[src/rtl/ioreg_pkg.sv]
// Package: shared operation codes and register locations for the I/O decoder.
// Assumes an 8-bit data path and a 64-location I/O space.
package ioreg_pkg;
    typedef enum logic [2:0] {
        OP_READ  = 3'd0,
        OP_WRITE = 3'd1,
        OP_BSET  = 3'd2,
        OP_BCLR  = 3'd3,
        OP_BTEST = 3'd4
    } io_op_e;

    localparam int IO_AW     = 6;
    localparam int LOC_CTRL  = 6'h04;
    localparam int LOC_STAT  = 6'h05;
    localparam int LOC_MASK  = 6'h06;
    localparam int LOC_CFG   = 6'h28;
    localparam int LOC_STATH = 6'h29;
endpackage

[src/rtl/ioreg_addr_map.sv]
// Module: translates a bus address in either space into an I/O location.
// Assumes the data-memory window starts at DATA_OFS and spans the whole I/O space.
module ioreg_addr_map #(
    parameter int BUS_AW     = 8,
    parameter int IO_AW      = 6,
    parameter int DATA_OFS   = 32,
    parameter int BITOP_SPAN = 32
) (
    input  logic              space_i,
    input  logic [BUS_AW-1:0] addr_i,
    output logic [IO_AW-1:0]  loc_o,
    output logic              hit_o,
    output logic              low_o
);
    localparam int IO_SIZE = 1 << IO_AW;

    logic [BUS_AW-1:0] shifted;

    // Purpose: pick the offset for the chosen space and range-check the result.
    always_comb begin
        shifted = space_i ? (addr_i - BUS_AW'(DATA_OFS)) : addr_i;
        if (space_i)
            hit_o = (addr_i >= BUS_AW'(DATA_OFS)) && (shifted < BUS_AW'(IO_SIZE));
        else
            hit_o = (addr_i < BUS_AW'(IO_SIZE));
        loc_o = shifted[IO_AW-1:0];
        low_o = (shifted < BUS_AW'(BITOP_SPAN));
    end
endmodule

[src/rtl/ioreg_rmw.sv]
// Module: turns an operation and the current byte into a write strobe and
// write byte, and gives the bit-test and reject results.
// Assumes hit/low come from the address map in the same cycle.
module ioreg_rmw
    import ioreg_pkg::*;
#(
    parameter int DW = 8,
    localparam int BW = $clog2(DW)
) (
    input  logic          valid_i,
    input  logic [2:0]    op_i,
    input  logic [BW-1:0] bit_i,
    input  logic [DW-1:0] wdata_i,
    input  logic [DW-1:0] rd_i,
    input  logic          hit_i,
    input  logic          low_i,
    output logic          we_o,
    output logic [DW-1:0] wbyte_o,
    output logic          bit_o,
    output logic          reject_o
);
    logic [DW-1:0] sel_mask;
    logic          is_bitop;

    // Purpose: decode the operation into a whole-byte write and side results.
    always_comb begin
        sel_mask = {{(DW-1){1'b0}}, 1'b1} << bit_i;
        is_bitop = (op_i == OP_BSET) || (op_i == OP_BCLR) || (op_i == OP_BTEST);
        we_o     = 1'b0;
        wbyte_o  = wdata_i;
        bit_o    = 1'b0;
        reject_o = valid_i && hit_i && is_bitop && !low_i;
        if (valid_i && hit_i) begin
            unique case (op_i)
                OP_WRITE: we_o = 1'b1;
                OP_BSET: begin
                    we_o    = low_i;
                    wbyte_o = rd_i | sel_mask;
                end
                OP_BCLR: begin
                    we_o    = low_i;
                    wbyte_o = rd_i & ~sel_mask;
                end
                OP_BTEST: bit_o = low_i && rd_i[bit_i];
                default: ;
            endcase
        end
    end
endmodule

[src/rtl/ioreg_w1c.sv]
// Module: a bank of write-one-to-clear flags with peripheral set inputs.
// Assumes set_i are single-cycle pulses; a set beats a same-cycle clear.
module ioreg_w1c #(
    parameter int W = 4
) (
    input  logic         clk,
    input  logic         rst_n,
    input  logic         clr_en_i,
    input  logic [W-1:0] clr_bits_i,
    input  logic [W-1:0] set_i,
    output logic [W-1:0] flags_q
);
    // Purpose: clear the written ones, then apply sets so a set always wins.
    always_ff @(posedge clk) begin
        if (!rst_n)
            flags_q <= '0;
        else
            flags_q <= (flags_q & ~(clr_en_i ? clr_bits_i : '0)) | set_i;
    end

    // every pulsed flag is set on the next cycle, even under a clear.
    a_r7_set_wins: assert property (@(posedge clk) disable iff (!rst_n)
        (|set_i) |=> ((flags_q & $past(set_i)) == $past(set_i)));

    // a flag never rises without a set pulse.
    a_r6_no_spurious_rise: assert property (@(posedge clk) disable iff (!rst_n)
        1'b1 |=> ((flags_q & ~$past(flags_q) & ~$past(set_i)) == '0));
endmodule

[src/rtl/ioreg_file.sv]
// Module: the example peripheral registers and the read multiplexer.
// Assumes one write per cycle and a location already range-checked (hit_i).
module ioreg_file
    import ioreg_pkg::*;
#(
    parameter int DW     = 8,
    parameter int MASK_W = 6,
    parameter int FLO_W  = 4,
    parameter int FHI_W  = 2,
    localparam int SET_W = FLO_W + FHI_W
) (
    input  logic             clk,
    input  logic             rst_n,
    input  logic [IO_AW-1:0] loc_i,
    input  logic             hit_i,
    input  logic             we_i,
    input  logic [DW-1:0]    wbyte_i,
    input  logic [SET_W-1:0] set_i,
    output logic [DW-1:0]    rd_o,
    output logic [DW-1:0]    ctrl_q,
    output logic [MASK_W-1:0] mask_q,
    output logic [DW-1:0]    cfg_q
);
    logic [FLO_W-1:0] stat_q;
    logic [FHI_W-1:0] stath_q;
    logic             wr_stat;
    logic             wr_stath;

    assign wr_stat  = we_i && hit_i && (loc_i == IO_AW'(LOC_STAT));
    assign wr_stath = we_i && hit_i && (loc_i == IO_AW'(LOC_STATH));

    // Purpose: update the plain read/write registers on a matching write.
    always_ff @(posedge clk) begin
        if (!rst_n) begin
            ctrl_q <= '0;
            mask_q <= '0;
            cfg_q  <= '0;
        end else if (we_i && hit_i) begin
            if (loc_i == IO_AW'(LOC_CTRL)) ctrl_q <= wbyte_i;
            if (loc_i == IO_AW'(LOC_MASK)) mask_q <= wbyte_i[MASK_W-1:0];
            if (loc_i == IO_AW'(LOC_CFG))  cfg_q  <= wbyte_i;
        end
    end

    ioreg_w1c #(.W(FLO_W)) u_stat (
        .clk        (clk),
        .rst_n      (rst_n),
        .clr_en_i   (wr_stat),
        .clr_bits_i (wbyte_i[FLO_W-1:0]),
        .set_i      (set_i[FLO_W-1:0]),
        .flags_q    (stat_q)
    );

    ioreg_w1c #(.W(FHI_W)) u_stath (
        .clk        (clk),
        .rst_n      (rst_n),
        .clr_en_i   (wr_stath),
        .clr_bits_i (wbyte_i[FHI_W-1:0]),
        .set_i      (set_i[SET_W-1:FLO_W]),
        .flags_q    (stath_q)
    );

    // Purpose: select the addressed byte; reserved bits and holes read zero.
    always_comb begin
        rd_o = '0;
        if (hit_i) begin
            case (loc_i)
                IO_AW'(LOC_CTRL):  rd_o = ctrl_q;
                IO_AW'(LOC_STAT):  rd_o = DW'(stat_q);
                IO_AW'(LOC_MASK):  rd_o = DW'(mask_q);
                IO_AW'(LOC_CFG):   rd_o = cfg_q;
                IO_AW'(LOC_STATH): rd_o = DW'(stath_q);
                default:           rd_o = '0;
            endcase
        end
    end
endmodule

[src/rtl/ioreg_decoder.sv]
// Module: top of the I/O register space decoder. Decodes the request, performs
// the read-modify-write, and registers a one-cycle response.
// Assumes at most one request per cycle; no back-pressure.
module ioreg_decoder
    import ioreg_pkg::*;
#(
    parameter int BUS_AW     = 8,
    parameter int DW         = 8,
    parameter int DATA_OFS   = 32,
    parameter int BITOP_SPAN = 32,
    parameter int MASK_W     = 6,
    parameter int FLO_W      = 4,
    parameter int FHI_W      = 2,
    localparam int BW        = $clog2(DW),
    localparam int SET_W     = FLO_W + FHI_W
) (
    input  logic              clk,
    input  logic              rst_n,
    input  logic              acc_valid,
    input  logic              acc_space,
    input  logic [BUS_AW-1:0] acc_addr,
    input  logic [2:0]        acc_op,
    input  logic [BW-1:0]     acc_bit,
    input  logic [DW-1:0]     acc_wdata,
    input  logic [SET_W-1:0]  flag_set,
    output logic              rsp_valid,
    output logic [DW-1:0]     rsp_data,
    output logic              rsp_bit,
    output logic              rsp_reject,
    output logic [DW-1:0]     ctrl_q,
    output logic [MASK_W-1:0] mask_q,
    output logic [DW-1:0]     cfg_q
);
    logic [IO_AW-1:0] loc;
    logic             hit;
    logic             low;
    logic             we;
    logic [DW-1:0]    wbyte;
    logic [DW-1:0]    rd_byte;
    logic             bit_res;
    logic             reject;

    ioreg_addr_map #(
        .BUS_AW     (BUS_AW),
        .IO_AW      (IO_AW),
        .DATA_OFS   (DATA_OFS),
        .BITOP_SPAN (BITOP_SPAN)
    ) u_map (
        .space_i (acc_space),
        .addr_i  (acc_addr),
        .loc_o   (loc),
        .hit_o   (hit),
        .low_o   (low)
    );

    ioreg_rmw #(.DW(DW)) u_rmw (
        .valid_i  (acc_valid),
        .op_i     (acc_op),
        .bit_i    (acc_bit),
        .wdata_i  (acc_wdata),
        .rd_i     (rd_byte),
        .hit_i    (hit),
        .low_i    (low),
        .we_o     (we),
        .wbyte_o  (wbyte),
        .bit_o    (bit_res),
        .reject_o (reject)
    );

    ioreg_file #(
        .DW     (DW),
        .MASK_W (MASK_W),
        .FLO_W  (FLO_W),
        .FHI_W  (FHI_W)
    ) u_file (
        .clk     (clk),
        .rst_n   (rst_n),
        .loc_i   (loc),
        .hit_i   (hit),
        .we_i    (we),
        .wbyte_i (wbyte),
        .set_i   (flag_set),
        .rd_o    (rd_byte),
        .ctrl_q  (ctrl_q),
        .mask_q  (mask_q),
        .cfg_q   (cfg_q)
    );

    // Purpose: register the response one cycle after the request.
    always_ff @(posedge clk) begin
        if (!rst_n) begin
            rsp_valid  <= 1'b0;
            rsp_data   <= '0;
            rsp_bit    <= 1'b0;
            rsp_reject <= 1'b0;
        end else begin
            rsp_valid  <= acc_valid;
            rsp_data   <= acc_valid ? rd_byte : '0;
            rsp_bit    <= bit_res;
            rsp_reject <= reject;
        end
    end

    // every request gets a response in the next cycle.
    a_r4_rsp_follows: assert property (@(posedge clk) disable iff (!rst_n)
        acc_valid |=> rsp_valid);

    // no response without a request.
    a_r4_no_stray_rsp: assert property (@(posedge clk) disable iff (!rst_n)
        !acc_valid |=> !rsp_valid);

    // a rejected bit operation leaves the plain registers untouched.
    a_r9_reject_no_change: assert property (@(posedge clk) disable iff (!rst_n)
        rsp_reject |-> ($stable(ctrl_q) && $stable(mask_q) && $stable(cfg_q)));

    // a rejected operation never reports a tested bit.
    a_r9_reject_no_bit: assert property (@(posedge clk) disable iff (!rst_n)
        rsp_reject |-> !rsp_bit);
endmodule

[config.mk]
export PLATFORM = sky130hd
export DESIGN_NAME = ioreg_decoder
export DESIGN_NICKNAME = d
export VERILOG_FILES = /design/src/rtl/ioreg_pkg.sv /design/src/rtl/ioreg_addr_map.sv /design/src/rtl/ioreg_rmw.sv /design/src/rtl/ioreg_w1c.sv /design/src/rtl/ioreg_file.sv /design/src/rtl/ioreg_decoder.sv
export SDC_FILE = /design/constraint.sdc
export NUM_CORES = 1
export LEC_CHECK = 0
export BUFFER_PORTS_ARGS = -buffer_cell sky130_fd_sc_hd__clkbuf_2
export CAP_MARGIN = 10
export CORE_UTILIZATION = 30
export DETAILED_ROUTE_END_ITERATION = 7
export PLACE_DENSITY_LB_ADDON = 0.1
export SETUP_SLACK_MARGIN = 0.05
export SLEW_MARGIN = 15
export SYNTH_ARGS = -nofsm -noshare
export SYNTH_HDL_FRONTEND = slang
export SYNTH_HIERARCHICAL = 1
export SYNTH_SLANG_ARGS = --single-unit
[constraint.sdc]
create_clock -name clk -period 3.1 [get_ports clk]
set_input_delay 0.62 -clock clk [delete_from_list [all_inputs] [get_ports clk]]
set_output_delay 0.62 -clock clk [all_outputs]
set_load 0.05 [all_outputs]
# After elaboration in Yosys (flattened, before gate mapping)
# Cells that the tools add are included.
dict set report op_classes {
  mul 0
  n_lt_le_gt_ge 5
  eq_ne 9
  n_reduce_logical 17
  addsub 1
  shifts 1
  bitwise_logic 9
  n_div 0
  mux 12
}
# cell count
set ops {}
lappend ops {{$pmux 8 s5} 1}
lappend ops {{$mux 8} 3}
lappend ops {{$eq 6x3->1 const B} 3}
lappend ops {{$lt 8x7->1 const B} 2}
lappend ops {{$pmux 8 s2} 1}
lappend ops {{$eq 6x6->1 const B} 2}
lappend ops {{$and 8x8->8} 1}
lappend ops {{$ge 8x6->1 const B} 1}
lappend ops {{$logic_and 1x1->1} 8}
lappend ops {{$lt 8x6->1 const B} 1}
lappend ops {{$not 8->8} 1}
lappend ops {{$or 8x8->8} 1}
lappend ops {{$reduce_and 2->1} 4}
lappend ops {{$shl 1x3->8 const A} 1}
lappend ops {{$sub 8x6->8 const B} 1}
lappend ops {{$eq 3x2->1 const B} 2}
lappend ops {{$and 4x4->4} 1}
lappend ops {{$lt 3x4->1 const B} 1}
lappend ops {{$mux 4} 1}
lappend ops {{$not 4->4} 1}
lappend ops {{$or 4x4->4} 1}
lappend ops {{$bmux 1 s3} 1}
lappend ops {{$eq 3x1->1 const B} 1}
lappend ops {{$eq 3x3->1 const B} 1}
lappend ops {{10 further kinds} 13}
dict set report totals {
  mem_bits_ro 0
  latch_bits 0
  output_inout_bits 33
  word_cells 63
  reg_bits 39
  mem_bits_rw 0
  mem_count 0
  in_bits 32
}

# Depth between registers and ports, before layout
# Gate-level depths: netlist (run 1).
dict set report depth {
  depth_word 13
  mapped_depth 12
  depth_no_buf 12
}

# Hierarchy
# Netlist (run 1), hierarchy kept.
# module cells_each instances area_each_um2 seq_area_each_um2
set by_module_without_submodules {}
lappend by_module_without_submodules {ioreg_file 119 1 1159.9 440.4}
lappend by_module_without_submodules {ioreg_rmw 56 1 396.6 0.0}
lappend by_module_without_submodules {ioreg_decoder 23 1 300.3 220.2}
lappend by_module_without_submodules {ioreg_addr_map 20 1 146.4 0.0}
lappend by_module_without_submodules {{ioreg_w1c at u_file.u_stat} 16 1 140.1 80.1}
lappend by_module_without_submodules {{ioreg_w1c at u_file.u_stath} 8 1 70.1 40.0}

# Worst setup path before layout (run 1)
# Ideal clock, no wire load.
dict set report synth_timing {
  path_type {input to register}
  startpoint {in acc_addr[5]}
  endpoint {reg u_file.mask_q[2]}
  required_ns 3.034
  setup_slack_ns 0.481
  stages 9
  arrival_ns 2.553
  n_path_buf 0
  setup_time_ns 0.066
  path_cell_list {xor2_1 -> or4b_4 -> nor3b_4 -> a222oi_1 -> a21oi_1 -> mux2i_1 -> o21ai_0 -> mux2i_1 -> nor2b_1}
}
dict set report synth_between {
  elab_chain_cells 9
  word_cells_on_any_way 24
  cone_classes {add/sub: 1; order compare: 4; eq/ne: 5; mux: 8; bitwise: 2; reduce/logical: 4}
}
# item line_no
set synth_rtl {}
lappend synth_rtl {{start, declared} ioreg_decoder.sv:21} ;# input logic [BUS_AW-1:0] acc_addr,
lappend synth_rtl {{$sub 8x6->8} ioreg_addr_map.sv:21} ;# shifted = space_i ? (addr_i - BUS_AW'(DATA_OFS)) : addr_i;
lappend synth_rtl {{$mux 8} ioreg_addr_map.sv:21}
lappend synth_rtl {{$lt 8x7->1} ioreg_addr_map.sv:23} ;# hit_o = (addr_i >= BUS_AW'(DATA_OFS)) && (shifted < BUS_AW'(IO_SIZE));
lappend synth_rtl {{$logic_and 1x1->1} ioreg_addr_map.sv:23}
lappend synth_rtl {{$mux 1} ioreg_addr_map.sv:22} ;# if (space_i)
lappend synth_rtl {{$mux 8 (*)} ioreg_file.sv:66} ;# if (hit_i) begin
lappend synth_rtl {{net rd_byte[2]} ioreg_decoder.sv:39} ;# logic [DW-1:0] rd_byte;
lappend synth_rtl {{$and 8x8->8 / $or 8x8->8 (equally long branches)} {ioreg_rmw.sv:42, ioreg_rmw.sv:38}}
lappend synth_rtl {{$pmux 8 s2 (*)} ioreg_rmw.sv:34} ;# unique case (op_i)
lappend synth_rtl {{$mux 8 (*)} ioreg_rmw.sv:33} ;# if (valid_i && hit_i) begin
lappend synth_rtl {{net wbyte[2]} ioreg_decoder.sv:38} ;# logic [DW-1:0] wbyte;
lappend synth_rtl {{end signal, assigned} ioreg_file.sv:40} ;# if (loc_i == IO_AW'(LOC_MASK)) mask_q <= wbyte_i[MASK_W-1:0];
lappend synth_rtl {{end, declared} ioreg_file.sv:21} ;# output logic [MASK_W-1:0] mask_q,
# The timed path passes the listed nets; every way through them passes the cells marked *.
# A chain may end at the register's enable or synchronous reset.

# Worst setup path after layout (run 1)
dict set report layout_timing {
  startpoint {in acc_addr[5]}
  endpoint {reg u_file.mask_q[5]}
}
dict set report layout_between {
  elab_chain_cells 9
  word_cells_on_any_way 24
  cone_classes {add/sub: 1; order compare: 4; eq/ne: 5; mux: 8; bitwise: 2; reduce/logical: 4}
}
# item line_no
set layout_rtl {}
lappend layout_rtl {{$sub 8x6->8} ioreg_addr_map.sv:21}
lappend layout_rtl {{$mux 8 (*)} ioreg_addr_map.sv:21}
lappend layout_rtl {{net loc[5]} ioreg_decoder.sv:34} ;# logic [IO_AW-1:0] loc;
lappend layout_rtl {{$lt 8x7->1} ioreg_addr_map.sv:23}
lappend layout_rtl {{$logic_and 1x1->1} ioreg_addr_map.sv:23}
lappend layout_rtl {{$mux 1} ioreg_addr_map.sv:22}
lappend layout_rtl {{$mux 8 (*)} ioreg_file.sv:66}
lappend layout_rtl {{net rd_byte[5]} ioreg_decoder.sv:39}
lappend layout_rtl {{$and 8x8->8 / $or 8x8->8 (equally long branches)} {ioreg_rmw.sv:42, ioreg_rmw.sv:38}}
lappend layout_rtl {{$pmux 8 s2 (*)} ioreg_rmw.sv:34}
lappend layout_rtl {{$mux 8 (*)} ioreg_rmw.sv:33}
lappend layout_rtl {{net wbyte[5]} ioreg_decoder.sv:38}
# Marks and branches as above.

==> flow_metrics.py, run 1 <==
metrics = {
    "die": {
        "floorplan.initialDensity": 0.319,
        "floorplan.die_area_sq_mm": 0.00773,
        "boundaryPins": 65,
        "dieWidth_microns": 87.9,
        "rows": 30,
        "fp.coreArea_sq_mm": 0.00694,
        "die_height_microns": 87.9,
    },
    "power": {
        "total_switching_power_w": 0.000274,
        "switching_fraction_of_total_power": 0.249,
        "leakagePower_nw": 1.30,
        "total_power_w": 0.00110,
        "ir_worst_vdd_uv": 175,
        "seq_power_share": 0.463,
        "powerDensity_mw_per_mm2": 396,
        "clockPowerShare": 0.420,
        "combinationalPowerShare": 0.117,
        "cellInternalPower_w": 0.000827,
    },
    "critical_path": {
        "worst_path_cell_with_the_longest_stage_delay": "sky130_fd_sc_hd__or4b_4",
        "worstSetupStartpointType": "primary input",
        "worstPathRequired_ns": 3.34,
        "slowest_delay_ns": 0.60,
        "critPathKind": "in -> reg",
        "r2r_slack_ns": 1.36,
        "worstRegToRegCells": 8,
        "critical_path.endpoint_type": "register",
        "timing.critical_path.buf_inv": 1,
        "crit_family": "simple AND/OR/NAND/NOR gates",
        "crit_top_cell": "sky130_fd_sc_hd__mux2i_1",
        "timing.rr.start": "u_file/cfg_q[1]",
        "crit_path_max_fanout": 6,
        "arrival_ns": 3.04,
        "terminus_of_the_critical_flop_to_flop_path": "rsp_bit",
        "worstPathCellList": "clkbuf_2 -> xor2_1 -> or4b_4 -> nor3b_4 -> a22oi_1 -> a21oi_1 -> mux2i_1 -> o21ai_0 -> mux2i_1 -> nor2b_1",
    },
    "timing": {
        "fmax_ghz": 0.357,
        "holdWs_ns": 0.531,
        "rsz0062_at_grt": "false",
        "final_max_slew_viol_count": 0,
        "worst_clock_skew_ns": 0.00482,
        "headroom_to_the_max_slew_limit": 0.553,
        "hold_viol_final": 0,
        "finalSetupViolCount": 0,
        "pin_slew_with_the_least_headroom_to_its_limit_ns": 0.670,
        "layout_worst_path_cycle_share": 0.903,
        "setup_tns_ns": 0,
        "fin_ws_ns": 0.300,
        "fin_crit_ns": 2.80,
    },
    "clock_tree": {
        "cts_setup_buffers": 0,
        "hold_buffers": 0,
        "htree_levels": 2,
        "clk_pin_slew_ns": 0.08,
        "cts-root-to-sink-buffers": 2,
        "cts_repair_resize_count": 0,
        "clockRootBuffer": "sky130_fd_sc_hd__clkbuf_8",
        "tritoncts.num_buffers": 5,
        "numClockSinks": 39,
        "clock_tree_from_tritoncts": "done",
        "clkLatencyLatePin_ns": 0.29,
    },
    "worst_hold_path": {
        "whs_path_depth": 2,
        "timing.hold.worst.class": "reg -> reg",
        "min-delay-start": "u_file/u_stat/flags_q[2]",
        "worst_hold_path.endpoint": "u_file/u_stat/flags_q[2]",
    },
    "detailed_routing": {
        "route.detailed.drc": 0,
        "postRouteAntennaNets": 0,
        "detail_route.wirelength_mm": 5.95,
        "first_iter_violations": 72,
        "route.detailed.vias_per_inst": 4.78,
        "route.vias.total": 1944,
        "length_of_the_first_detailed_routing_pass_in_iterations": 4,
        "post_drt_wl_per_cell_microns": 14.6,
    },
    "synthesis": {
        "synth.yosys.warnings": 6,
        "postSynth.topFlopCell": "sky130_fd_sc_hd__dfxtp_1",
        "synth_top_area_share": 0.353,
        "seq_area_frac_synth": 0.353,
        "post_syn_area_sq_mm": 0.00221,
        "syn-num-nets": 276,
        "post_synth_inst_count": 242,
        "synth-edff-count": 0,
        "synth_cell_types": 40,
        "post-synth-top-area-cell": "sky130_fd_sc_hd__dfxtp_1",
        "ys_seq_elements": 39,
        "syn_avg_cell_area_sq_um": 9.15,
        "synth_top_cells_by_area": "sky130_fd_sc_hd__dfxtp_1 (35%), sky130_fd_sc_hd__mux2i_1 (16%), sky130_fd_sc_hd__nor2b_1 (6.5%)",
        "postSynth.asyncResetShare": 0,
    },
    "placed_design": {
        "detailed_place_hpwl_mm": 4.42,
        "portBuffers": 64,
        "place_inst": 399,
        "place_worst_setup_slack_ns": 0.0172,
        "place_congestion": 0.767,
    },
    "grt": {
        "global_route_usage_sum": 0.160,
        "overflow": 0,
        "vias_in_the_first_global_route": 1897,
        "antenna_found_initial": 0,
        "pin_count_of_the_biggest_net_entering_global_routing": 40,
        "grt_pass1_wl_mm": 9.43,
    },
    "finish": {
        "nets": 344,
        "post_layout_nonfiller_instances": 407,
        "synthToLayoutAreaGrowth_pct": 25.7,
        "proportion_of_layout_cells_with_a_drive_suffix_above_1": 0.312,
        "antenna_cells_inserted": 0,
    },
    "status": {
        "status": "finished clean",
    },
    "run": {
        "timing.max_cap.violations": 0,
    },
}
## how the worst max path moves through the flow
stage	slack, ns	endpoint	startpoint	depth (start not counted)
after CTS	0.31	u_file/mask_q[5]	acc_addr[5]	10
after detailed placement	0.02	u_file/mask_q[5]	acc_addr[5]	10
final	0.30	u_file/mask_q[5]	acc_addr[5]	10
after global routing	0.08	u_file/mask_q[5]	acc_addr[5]	13
after floorplan	0.48	u_file/mask_q[2]	acc_addr[5]	9
after global placement	-0.01	u_file/mask_q[5]	acc_addr[5]	10
## final cells by class
cell class | count | area [sq um]
tap | 96 | 120
inverter | 9 | 33.8
sequential | 39 | 781
clock inverter | 2 | 38.8
timing repair buffer | 77 | 430
multi-input combinational | 178 | 1300
clock buffer | 6 | 82.6
fill | 740 | 4160
## Yosys cell counts (4+ instances only)
cell                        n
sky130_fd_sc_hd__a21oi_1    7
sky130_fd_sc_hd__a22oi_1    4
sky130_fd_sc_hd__a31oi_1    8
sky130_fd_sc_hd__and2_1     5
sky130_fd_sc_hd__and3_1     9
sky130_fd_sc_hd__buf_2      7
sky130_fd_sc_hd__buf_4      5
sky130_fd_sc_hd__dfxtp_1   39
sky130_fd_sc_hd__inv_1      9
sky130_fd_sc_hd__mux2i_1   35
sky130_fd_sc_hd__nand2_1   17
sky130_fd_sc_hd__nand3_1    4
sky130_fd_sc_hd__nand3b_1   5
sky130_fd_sc_hd__nor2_1     7
sky130_fd_sc_hd__nor2b_1   23
sky130_fd_sc_hd__nor3_1     9
sky130_fd_sc_hd__o21ai_0    5
sky130_fd_sc_hd__o21ai_1   10
## sequential cells by signal, indices dropped and copies added (netlist names)
register	flops
u_file/u_stat/flags_q	4
u_file/ctrl_q	8
u_file/cfg_q	8
u_file/mask_q	6
u_file/u_stath/flags_q	2
rsp_data	8
rsp_valid	1
rsp_bit	1
rsp_reject	1
## stage by stage
step	util	area, sq um
finish	0.401	2780
global route	0.401	2780
CTS	0.401	2780
detailed placement	0.383	2660
global placement	0.383	2660
floorplan	-	2210
## worst reg2reg max path, delay by kind of cell (launching register included)
family          cells  cell delay [ns]
simple gates        4             0.47
compound gates      2             0.39
flops               1             0.34
mux                 2             0.44
## cell usage in the layout (no fill, tap or decap), drive strengths merged, types with 2 or more instances in the layout
cell type,netlist,final
buf,14,13
mux2i,35,35
a22oi,4,4
a21oi,7,7
dfxtp,39,39
nor2b,23,23
a221oi,2,2
a31oi,8,8
a222oi,2,2
o21ai,15,15
mux2,3,3
and3,9,9
nor2,7,7
nand2,17,17
and2,5,5
nand3,4,4
nand3b,5,5
inv,9,10
ha,2,2
nor4,2,2
nor3b,7,7
clkbuf,2,70
nor3,10,10
## routing by layer
metal | global-route usage | vias up | wire, microns
li1 | - | 1003 | -
met1 | 0.226 | 887 | 3120
met2 | 0.237 | 50 | 2490
met3 | 0.0434 | 4 | 293
met4 | 0.0432 | 0 | 51
met5 | 0 | - | 0
## logic make-up (layout without fill, tap and decap cells)
family	count (synthesis)	after routing	synth area share
buffers and inverters	25	94	0.0616
DFF	39	39	0.353
AOI/OAI and AO/OA	40	40	0.111
and+or+nand+nor	96	96	0.282
xor gates and xnor gates	2	2	0.00792
adders and majority gates	2	2	0.0113
muxes	38	38	0.174
## power by group through the flow
stage | Sequential, W | Clock [W] | Combinational (W)
finish | 0.000510 | 0.000462 | 0.000129
global route | 0.000511 | 0.000493 | 0.000142
CTS | 0.000510 | 0.000476 | 0.000129
detailed placement | 0.000522 | 0 | 0.000128
global placement | 0.000522 | 0 | 0.000129
floorplan | 0.000524 | 0 | 0.0000772
(Power assumes the default switching activity.)
==> run 2, diff against run 1 <==
--- a/config.mk
+++ b/config.mk
@@ -10,6 +10,7 @@
 export CORE_UTILIZATION = 30
 export DETAILED_ROUTE_END_ITERATION = 7
 export PLACE_DENSITY_LB_ADDON = 0.1
+export RECOVER_POWER = 25
 export SETUP_SLACK_MARGIN = 0.05
 export SLEW_MARGIN = 15
 export SYNTH_ARGS = -nofsm -noshare
==> run 2 against run 1 <==
Net effect: sequential power about the same; first-iteration DRC count down 4.2%; combinational power about the same; clock power about the same; clock-buffer cell count unchanged; die area unchanged; the flow now finishes with violations (capacitance limit); critical endpoint unchanged; design area down 0.81%; non-clock buffer count unchanged; global-route usage unchanged.
==> flow_metrics.py, run 2 (synthesized netlist as in run 1, its figures left out) <==
metrics = {
    "critical_path": {
        "crit_family": "simple AND/OR/NAND/NOR gates",
        "arrival_ns": 3.05,
        "crit_top_cell": "sky130_fd_sc_hd__mux2i_1",
        "worst-path-stages": 10,
        "critical_path.endpoint_type": "register",
        "worstSetupStartpointType": "primary input",
        "slowest_delay_ns": 0.60,
        "timing.critical_path.buf_inv": 1,
        "crit_path_max_fanout": 6,
        "worstPathRequired_ns": 3.33,
        "worst_path_cell_with_the_longest_stage_delay": "sky130_fd_sc_hd__or4b_4",
        "worstPathCellList": "clkbuf_2 -> xor2_1 -> or4b_4 -> nor3b_4 -> a22oi_1 -> a21oi_1 -> mux2i_1 -> o21ai_0 -> mux2i_1 -> nor2b_1",
        "critPathKind": "in -> reg",
        "worstRegToRegCells": 8,
    },
    "detailed_routing": {
        "route.detailed.vias_per_inst": 4.76,
        "postRouteAntennaNets": 0,
        "top_layer": "met4",
        "drt-met1-wl_mm": 3.16,
        "route.detailed.drc": 0,
        "first_iter_violations": 69,
        "wl_met3_microns": 279,
        "length_of_the_first_detailed_routing_pass_in_iterations": 5,
        "route.vias.total": 1937,
        "detail_route.wirelength_mm": 5.99,
        "met2_wirelength_mm": 2.50,
        "post_drt_wl_per_cell_microns": 14.7,
    },
    "placed_design": {
        "place_congestion": 0.767,
        "place_inst": 399,
        "detailed_place_hpwl_mm": 4.42,
        "post_dp_cell_area_sq_mm": 0.00266,
        "portBuffers": 64,
    },
    "grt": {
        "pin_count_of_the_biggest_net_entering_global_routing": 40,
        "overflow": 0,
        "grt_pass1_wl_mm": 9.43,
        "vias_in_the_first_global_route": 1897,
        "antenna_found_initial": 0,
        "global_route_usage_sum": 0.160,
    },
    "die": {
        "floorplan.initialDensity": 0.319,
        "boundaryPins": 65,
        "dieWidth_microns": 87.9,
        "die_height_microns": 87.9,
        "fp.coreArea_sq_mm": 0.00694,
        "floorplan.die_area_sq_mm": 0.00773,
        "rows": 30,
    },
    "timing": {
        "pin_slew_with_the_least_headroom_to_its_limit_ns": 1.49,
        "worst_clock_skew_ns": 0.00495,
        "fmax_ghz": 0.355,
        "hold_viol_final": 0,
        "layout_worst_path_cycle_share": 0.909,
        "final_max_slew_viol_count": 0,
        "holdWs_ns": 0.528,
        "headroom_to_the_max_slew_limit": 0.00406,
        "setup_tns_ns": 0,
        "finalSetupViolCount": 0,
        "fin_crit_ns": 2.82,
        "rsz0062_at_grt": "false",
    },
    "power": {
        "powerDensity_mw_per_mm2": 399,
        "ir_worst_vdd_uv": 175,
        "leakagePower_nw": 1.24,
    },
    "finish": {
        "mostFrequentLayoutCell": "sky130_fd_sc_hd__clkbuf_2",
        "post_layout_nonfiller_instances": 407,
        "layout.cells.most_common_list": "sky130_fd_sc_hd__clkbuf_2 (46), sky130_fd_sc_hd__dfxtp_1 (39), sky130_fd_sc_hd__mux2i_1 (35), sky130_fd_sc_hd__nor2b_1 (23), sky130_fd_sc_hd__clkbuf_1 (18)",
        "antenna_cells_inserted": 0,
        "nets": 344,
        "proportion_of_layout_cells_with_a_drive_suffix_above_1": 0.254,
        "synthToLayoutAreaGrowth_pct": 24.7,
        "reg_top3": "rsp_data: 8 flops, u_file/cfg_q: 8 flops, u_file/ctrl_q: 8 flops",
        "finish.instance_area_sq_mm": 0.00276,
        "layout.filler_cells": 753,
    },
    "clock_tree": {
        "clock_tree_from_tritoncts": "done",
        "cts-root-to-sink-buffers": 2,
        "cts_setup_buffers": 0,
        "numClockSinks": 39,
        "cts_repair_resize_count": 0,
        "clockRootBuffer": "sky130_fd_sc_hd__clkbuf_8",
        "clk_pin_slew_ns": 0.08,
        "hold_buffers": 0,
        "htree_levels": 2,
        "clkLatencyLatePin_ns": 0.29,
        "tritoncts.num_buffers": 5,
    },
    "worst_hold_path": {
        "whs_path_depth": 2,
        "timing.hold.worst.class": "reg -> reg",
    },
    "status": {
        "status": "complete, but fails checks",
        "violations": "capacitance limit",
    },
    "run": {
        "timing.max_cap.violations": 1,
    },
}
[run 2: cell counts in the layout (fill, tap and decap cells not counted)]
No cell type changed its count.
[run 2: per-layer routing]
layer,vias up,track usage
met1,881,0.226
li1,1006,-
met3,4,0.0434
met4,0,0.0432
met5,-,0
met2,46,0.237
[run 2: path summary, 6_finish.rpt]
check,endpoint,slack (ns),start
min reg2reg,u_file/u_stath/flags_q[0],0.53,u_file/u_stath/flags_q[0]
max,u_file/mask_q[5],0.28,acc_addr[5]
min,u_file/u_stath/flags_q[0],0.53,u_file/u_stath/flags_q[0]
max reg2reg,rsp_bit,1.35,u_file/cfg_q[1]
[run 2: layout make-up]
cell class	count	area, sq um	share of cell area
multi-input cells	178	1300	0.470
inverters	9	33.8	0.0122
clock buffers	6	82.6	0.0299
clock inverters	2	38.8	0.0141
well taps	96	120	0.0435
repair buffers	77	408	0.148
flip-flops and latches	39	781	0.283
[run 2: power by group]
group | switching, W | internal (W) | leakage [nW] | total (W)
combinational | 0.0000737 | 0.0000548 | 0.858 | 0.000129
sequential | 0.00000331 | 0.000507 | 0.316 | 0.000510
clock | 0.000198 | 0.000265 | 0.0618 | 0.000463
total | 0.000275 | 0.000827 | 1.24 | 0.00110
[run 2: worst reg2reg max path: stages (launching register included)]
cell and delay, ns:
sky130_fd_sc_hd__dfxtp_1 0.34, sky130_fd_sc_hd__mux2i_1 0.13, sky130_fd_sc_hd__nor3_1 0.07, sky130_fd_sc_hd__a221oi_1 0.24, sky130_fd_sc_hd__a21oi_1 0.16, sky130_fd_sc_hd__mux2_2 0.31, sky130_fd_sc_hd__nor3b_2 0.18, sky130_fd_sc_hd__nor4_2 0.06
sky130_fd_sc_hd__and2_1 0.15
[run 2: stage by stage]
stage	total power, W	utilization	setup WS [ns]
floorplan	0.000602	-	0.481
global placement	0.000650	0.383	-0.0142
detailed placement	0.000650	0.383	0.0172
CTS	0.00112	0.401	0.309
global route	0.00115	0.397	0.0785
finish	0.00110	0.397	0.281
==> run 3, diff against run 2 <==
--- a/config.mk
+++ b/config.mk
@@ -5,6 +5,8 @@
 export SDC_FILE = /design/constraint.sdc
 export NUM_CORES = 1
 export LEC_CHECK = 0
+export ABC_AREA = 1
+export ABC_CLOCK_PERIOD_IN_PS = 3100
 export BUFFER_PORTS_ARGS = -buffer_cell sky130_fd_sc_hd__clkbuf_2
 export CAP_MARGIN = 10
 export CORE_UTILIZATION = 30
==> run 3 against run 2 <==
Net effect: die area is 4.9% higher; worst hold slack worse by 0.050 ns; area after synthesis is 5.0% higher; critical path depth is 8 higher; via count is 21% higher; routed wire length is 8.8% higher; flip-flop and latch count stayed put; non-clock buffer count is 9 lower; global-route usage is 0.84 points higher; the run now ends clean.
==> flow_metrics.py, run 3 <==
metrics = {
    "status": {
        "status": "finished clean",
    },
    "critical_path": {
        "worstSetupStartpointType": "primary input",
        "r2r_slack_ns": 1.43,
        "worst_setup_path_endpoint": "u_file/u_stat/flags_q[3]",
        "slowest_delay_ns": 0.29,
        "crit_path_max_fanout": 6,
        "worstRegToRegCells": 8,
        "worst_setup_path_startpoint": "acc_addr[5]",
        "worst_path_cell_with_the_longest_stage_delay": "sky130_fd_sc_hd__nor4_1",
        "terminus_of_the_critical_flop_to_flop_path": "u_file/cfg_q[3]",
        "critical_path.endpoint_type": "register",
        "arrival_ns": 2.79,
        "crit_top_cell": "sky130_fd_sc_hd__nand2_1",
        "worstPathRequired_ns": 3.28,
        "worstPathCellList": "clkbuf_2 -> inv_1 -> ha_1 -> a21boi_2 -> nand3_1 -> inv_1 -> nand2_1 -> nand2_1 -> nand2_1 -> inv_2 -> nand2_1 -> a211oi_1 -> nand2_2 -> nor4_1 -> buf_4 -> nand2_1 -> nand2_1 -> a21oi_1",
        "critPathKind": "in -> reg",
        "timing.rr.start": "u_file/mask_q[3]",
    },
    "synthesis": {
        "yosys.cell_count.top_type": "sky130_fd_sc_hd__nand2_1",
        "synth_top_cells_by_area": "sky130_fd_sc_hd__dfxtp_1 (34%), sky130_fd_sc_hd__nand2_1 (13%), sky130_fd_sc_hd__nor2_1 (11%)",
        "post_synth_inst_count": 354,
        "synth_cell_types": 32,
        "ys_seq_elements": 39,
        "post_synth_top_cells": "sky130_fd_sc_hd__nand2_1 (79), sky130_fd_sc_hd__nor2_1 (71), sky130_fd_sc_hd__dfxtp_1 (39)",
        "synth_top_area_share": 0.336,
        "synth-edff-count": 0,
        "post_syn_area_sq_mm": 0.00232,
        "postSynth.asyncResetShare": 0,
        "post-synth-top-area-cell": "sky130_fd_sc_hd__dfxtp_1",
        "postSynth.topFlopCell": "sky130_fd_sc_hd__dfxtp_1",
        "syn_avg_cell_area_sq_um": 6.57,
        "synth.yosys.warnings": 6,
        "syn-num-nets": 388,
        "seq_area_frac_synth": 0.336,
    },
    "detailed_routing": {
        "route.detailed.vias_per_inst": 4.54,
        "post_drt_wl_per_cell_microns": 12.6,
        "postRouteAntennaNets": 0,
        "first_iter_violations": 94,
        "length_of_the_first_detailed_routing_pass_in_iterations": 4,
        "route.vias.total": 2347,
        "route.detailed.drc": 0,
        "detail_route.wirelength_mm": 6.52,
    },
    "power": {
        "cellInternalPower_w": 0.000811,
        "total_switching_power_w": 0.000285,
        "seq_power_share": 0.465,
        "powerDensity_mw_per_mm2": 391,
        "combinationalPowerShare": 0.124,
        "ir_worst_vdd_uv": 216,
        "switching_fraction_of_total_power": 0.260,
        "leakagePower_nw": 1.33,
        "clockPowerShare": 0.411,
    },
    "clock_tree": {
        "htree_levels": 2,
        "clockRootBuffer": "sky130_fd_sc_hd__clkbuf_8",
        "cts_repair_resize_count": 0,
        "numClockSinks": 39,
        "cts_setup_buffers": 0,
        "tritoncts.num_buffers": 5,
        "hold_buffers": 0,
        "clock_tree_from_tritoncts": "done",
        "cts-root-to-sink-buffers": 2,
        "clkLatencyLatePin_ns": 0.29,
        "clk_pin_slew_ns": 0.08,
    },
    "finish": {
        "layout.filler_cells": 850,
        "antenna_cells_inserted": 0,
        "layout.cells.most_common_list": "sky130_fd_sc_hd__nand2_1 (79), sky130_fd_sc_hd__nor2_1 (71), sky130_fd_sc_hd__clkbuf_2 (46), sky130_fd_sc_hd__dfxtp_1 (39), sky130_fd_sc_hd__inv_1 (36)",
        "reg_top3": "rsp_data: 8 flops, u_file/cfg_q: 8 flops, u_file/ctrl_q: 8 flops",
        "nets": 451,
        "mostFrequentLayoutCell": "sky130_fd_sc_hd__nand2_1",
        "proportion_of_layout_cells_with_a_drive_suffix_above_1": 0.211,
        "synthToLayoutAreaGrowth_pct": 20.6,
    },
    "grt": {
        "global_route_usage_sum": 0.168,
        "overflow": 0,
        "antenna_found_initial": 0,
        "grt_pass1_wl_mm": 10.9,
        "vias_in_the_first_global_route": 2245,
        "pin_count_of_the_biggest_net_entering_global_routing": 28,
    },
    "worst_hold_path": {
        "min-delay-start": "u_file/u_stat/flags_q[1]",
        "timing.hold.worst.class": "reg -> reg",
    },
    "die": {
        "fp.coreArea_sq_mm": 0.00737,
        "rows": 31,
        "floorplan.die_area_sq_mm": 0.00811,
        "dieWidth_microns": 90.0,
        "die_height_microns": 90.0,
        "floorplan.initialDensity": 0.315,
        "boundaryPins": 65,
    },
    "timing": {
        "hold_viol_final": 0,
        "fmax_ghz": 0.384,
        "headroom_to_the_max_slew_limit": 0.261,
        "fin_crit_ns": 2.61,
        "worst_clock_skew_ns": 0.00341,
        "final_max_slew_viol_count": 0,
        "pin_slew_with_the_least_headroom_to_its_limit_ns": 1.11,
        "setup_tns_ns": 0,
        "rsz0062_at_grt": "false",
        "layout_worst_path_cycle_share": 0.840,
        "finalSetupViolCount": 0,
        "holdWs_ns": 0.478,
    },
    "placed_design": {
        "detailed_place_hpwl_mm": 5.10,
        "portBuffers": 64,
        "place_congestion": 0.824,
    },
    "run": {
        "timing.max_cap.violations": 0,
    },
}
run 3: cell types whose count changed after synthesis, sizes merged, moves of 6 or more:
cell,previous run,this run
nor2,7,79
nand2,17,88
mux2i,35,0
inv,9,42
nand3,4,28
nor2b,23,0
o21ai,15,26
and3,9,0
a31oi,8,1
nor3b,7,0
nand4,1,7
run 3: kinds of logic after synthesis:
kind of cell	share of synthesized area
AOI/OAI and AO/OA	0.108
buffers and inverters	0.117
adders and majority gates	0.0108
DFF	0.336
xor gates and xnor gates	0.00377
and+or+nand+nor	0.425
run 3: how the worst min path moves through the flow:
stage | endpoint | slack, ns | cells after the start
after floorplan | u_file/u_stath/flags_q[1] | 0.44 | 2
after global routing | u_file/u_stat/flags_q[3] | 0.50 | 2
after CTS | u_file/u_stat/flags_q[3] | 0.48 | 2
final | u_file/u_stat/flags_q[1] | 0.48 | 2
after detailed placement | u_file/u_stat/flags_q[3] | 0.47 | 2
after global placement | u_file/u_stat/flags_q[0] | 0.46 | 2
run 3: final cells by class:
| class | instances | area (sq um) | area share |
|---|---|---|---|
| multi-input combinational | 258 | 1270 | 0.454 |
| sequential | 39 | 781 | 0.279 |
| timing repair buffer | 68 | 328 | 0.117 |
| inverter | 45 | 180 | 0.0643 |
| tap | 99 | 124 | 0.0442 |
| clock buffer | 6 | 82.6 | 0.0295 |
| clock inverter | 2 | 35.0 | 0.0125 |
run 3: worst max-delay path, delay by kind of cell:
| family | cells | cell delay [ns] |
|---|---|---|
| and+or+nand+nor | 9 | 0.98 |
| buffers and inverters | 5 | 0.48 |
| AOI/OAI and AO/OA | 3 | 0.43 |
| adders and majority gates | 1 | 0.26 |
run 3: through the flow:
step	power (W)	util	instance area, sq um	std cells	setup WS (ns)
6_report	0.00110	0.380	2800	517	0.495
5_1_grt	0.00115	0.380	2800	517	0.197
4_1_cts	0.00111	0.383	2830	517	0.485
3_5_place_dp	0.000658	0.367	2710	509	0.181
3_3_place_gp	0.000658	0.367	2710	509	0.230
2_1_floorplan	0.000619	-	2320	354	0.381
run 3: layer usage:
metal | GRT usage | wire (microns)
met3 | 0.0330 | 303
met5 | 0 | 0
met4 | 0.0497 | 74
met1 | 0.220 | 3220
met2 | 0.278 | 2920
run 3: power groups by stage:
stage                     clock network (W)   logic, W  registers [W]
after floorplan                           0  0.0000939       0.000525
after global placement                    0   0.000136       0.000522
after detailed placement                  0   0.000136       0.000522
after CTS                          0.000460   0.000137       0.000510
after global routing               0.000486   0.000152       0.000511
final                              0.000450   0.000136       0.000510
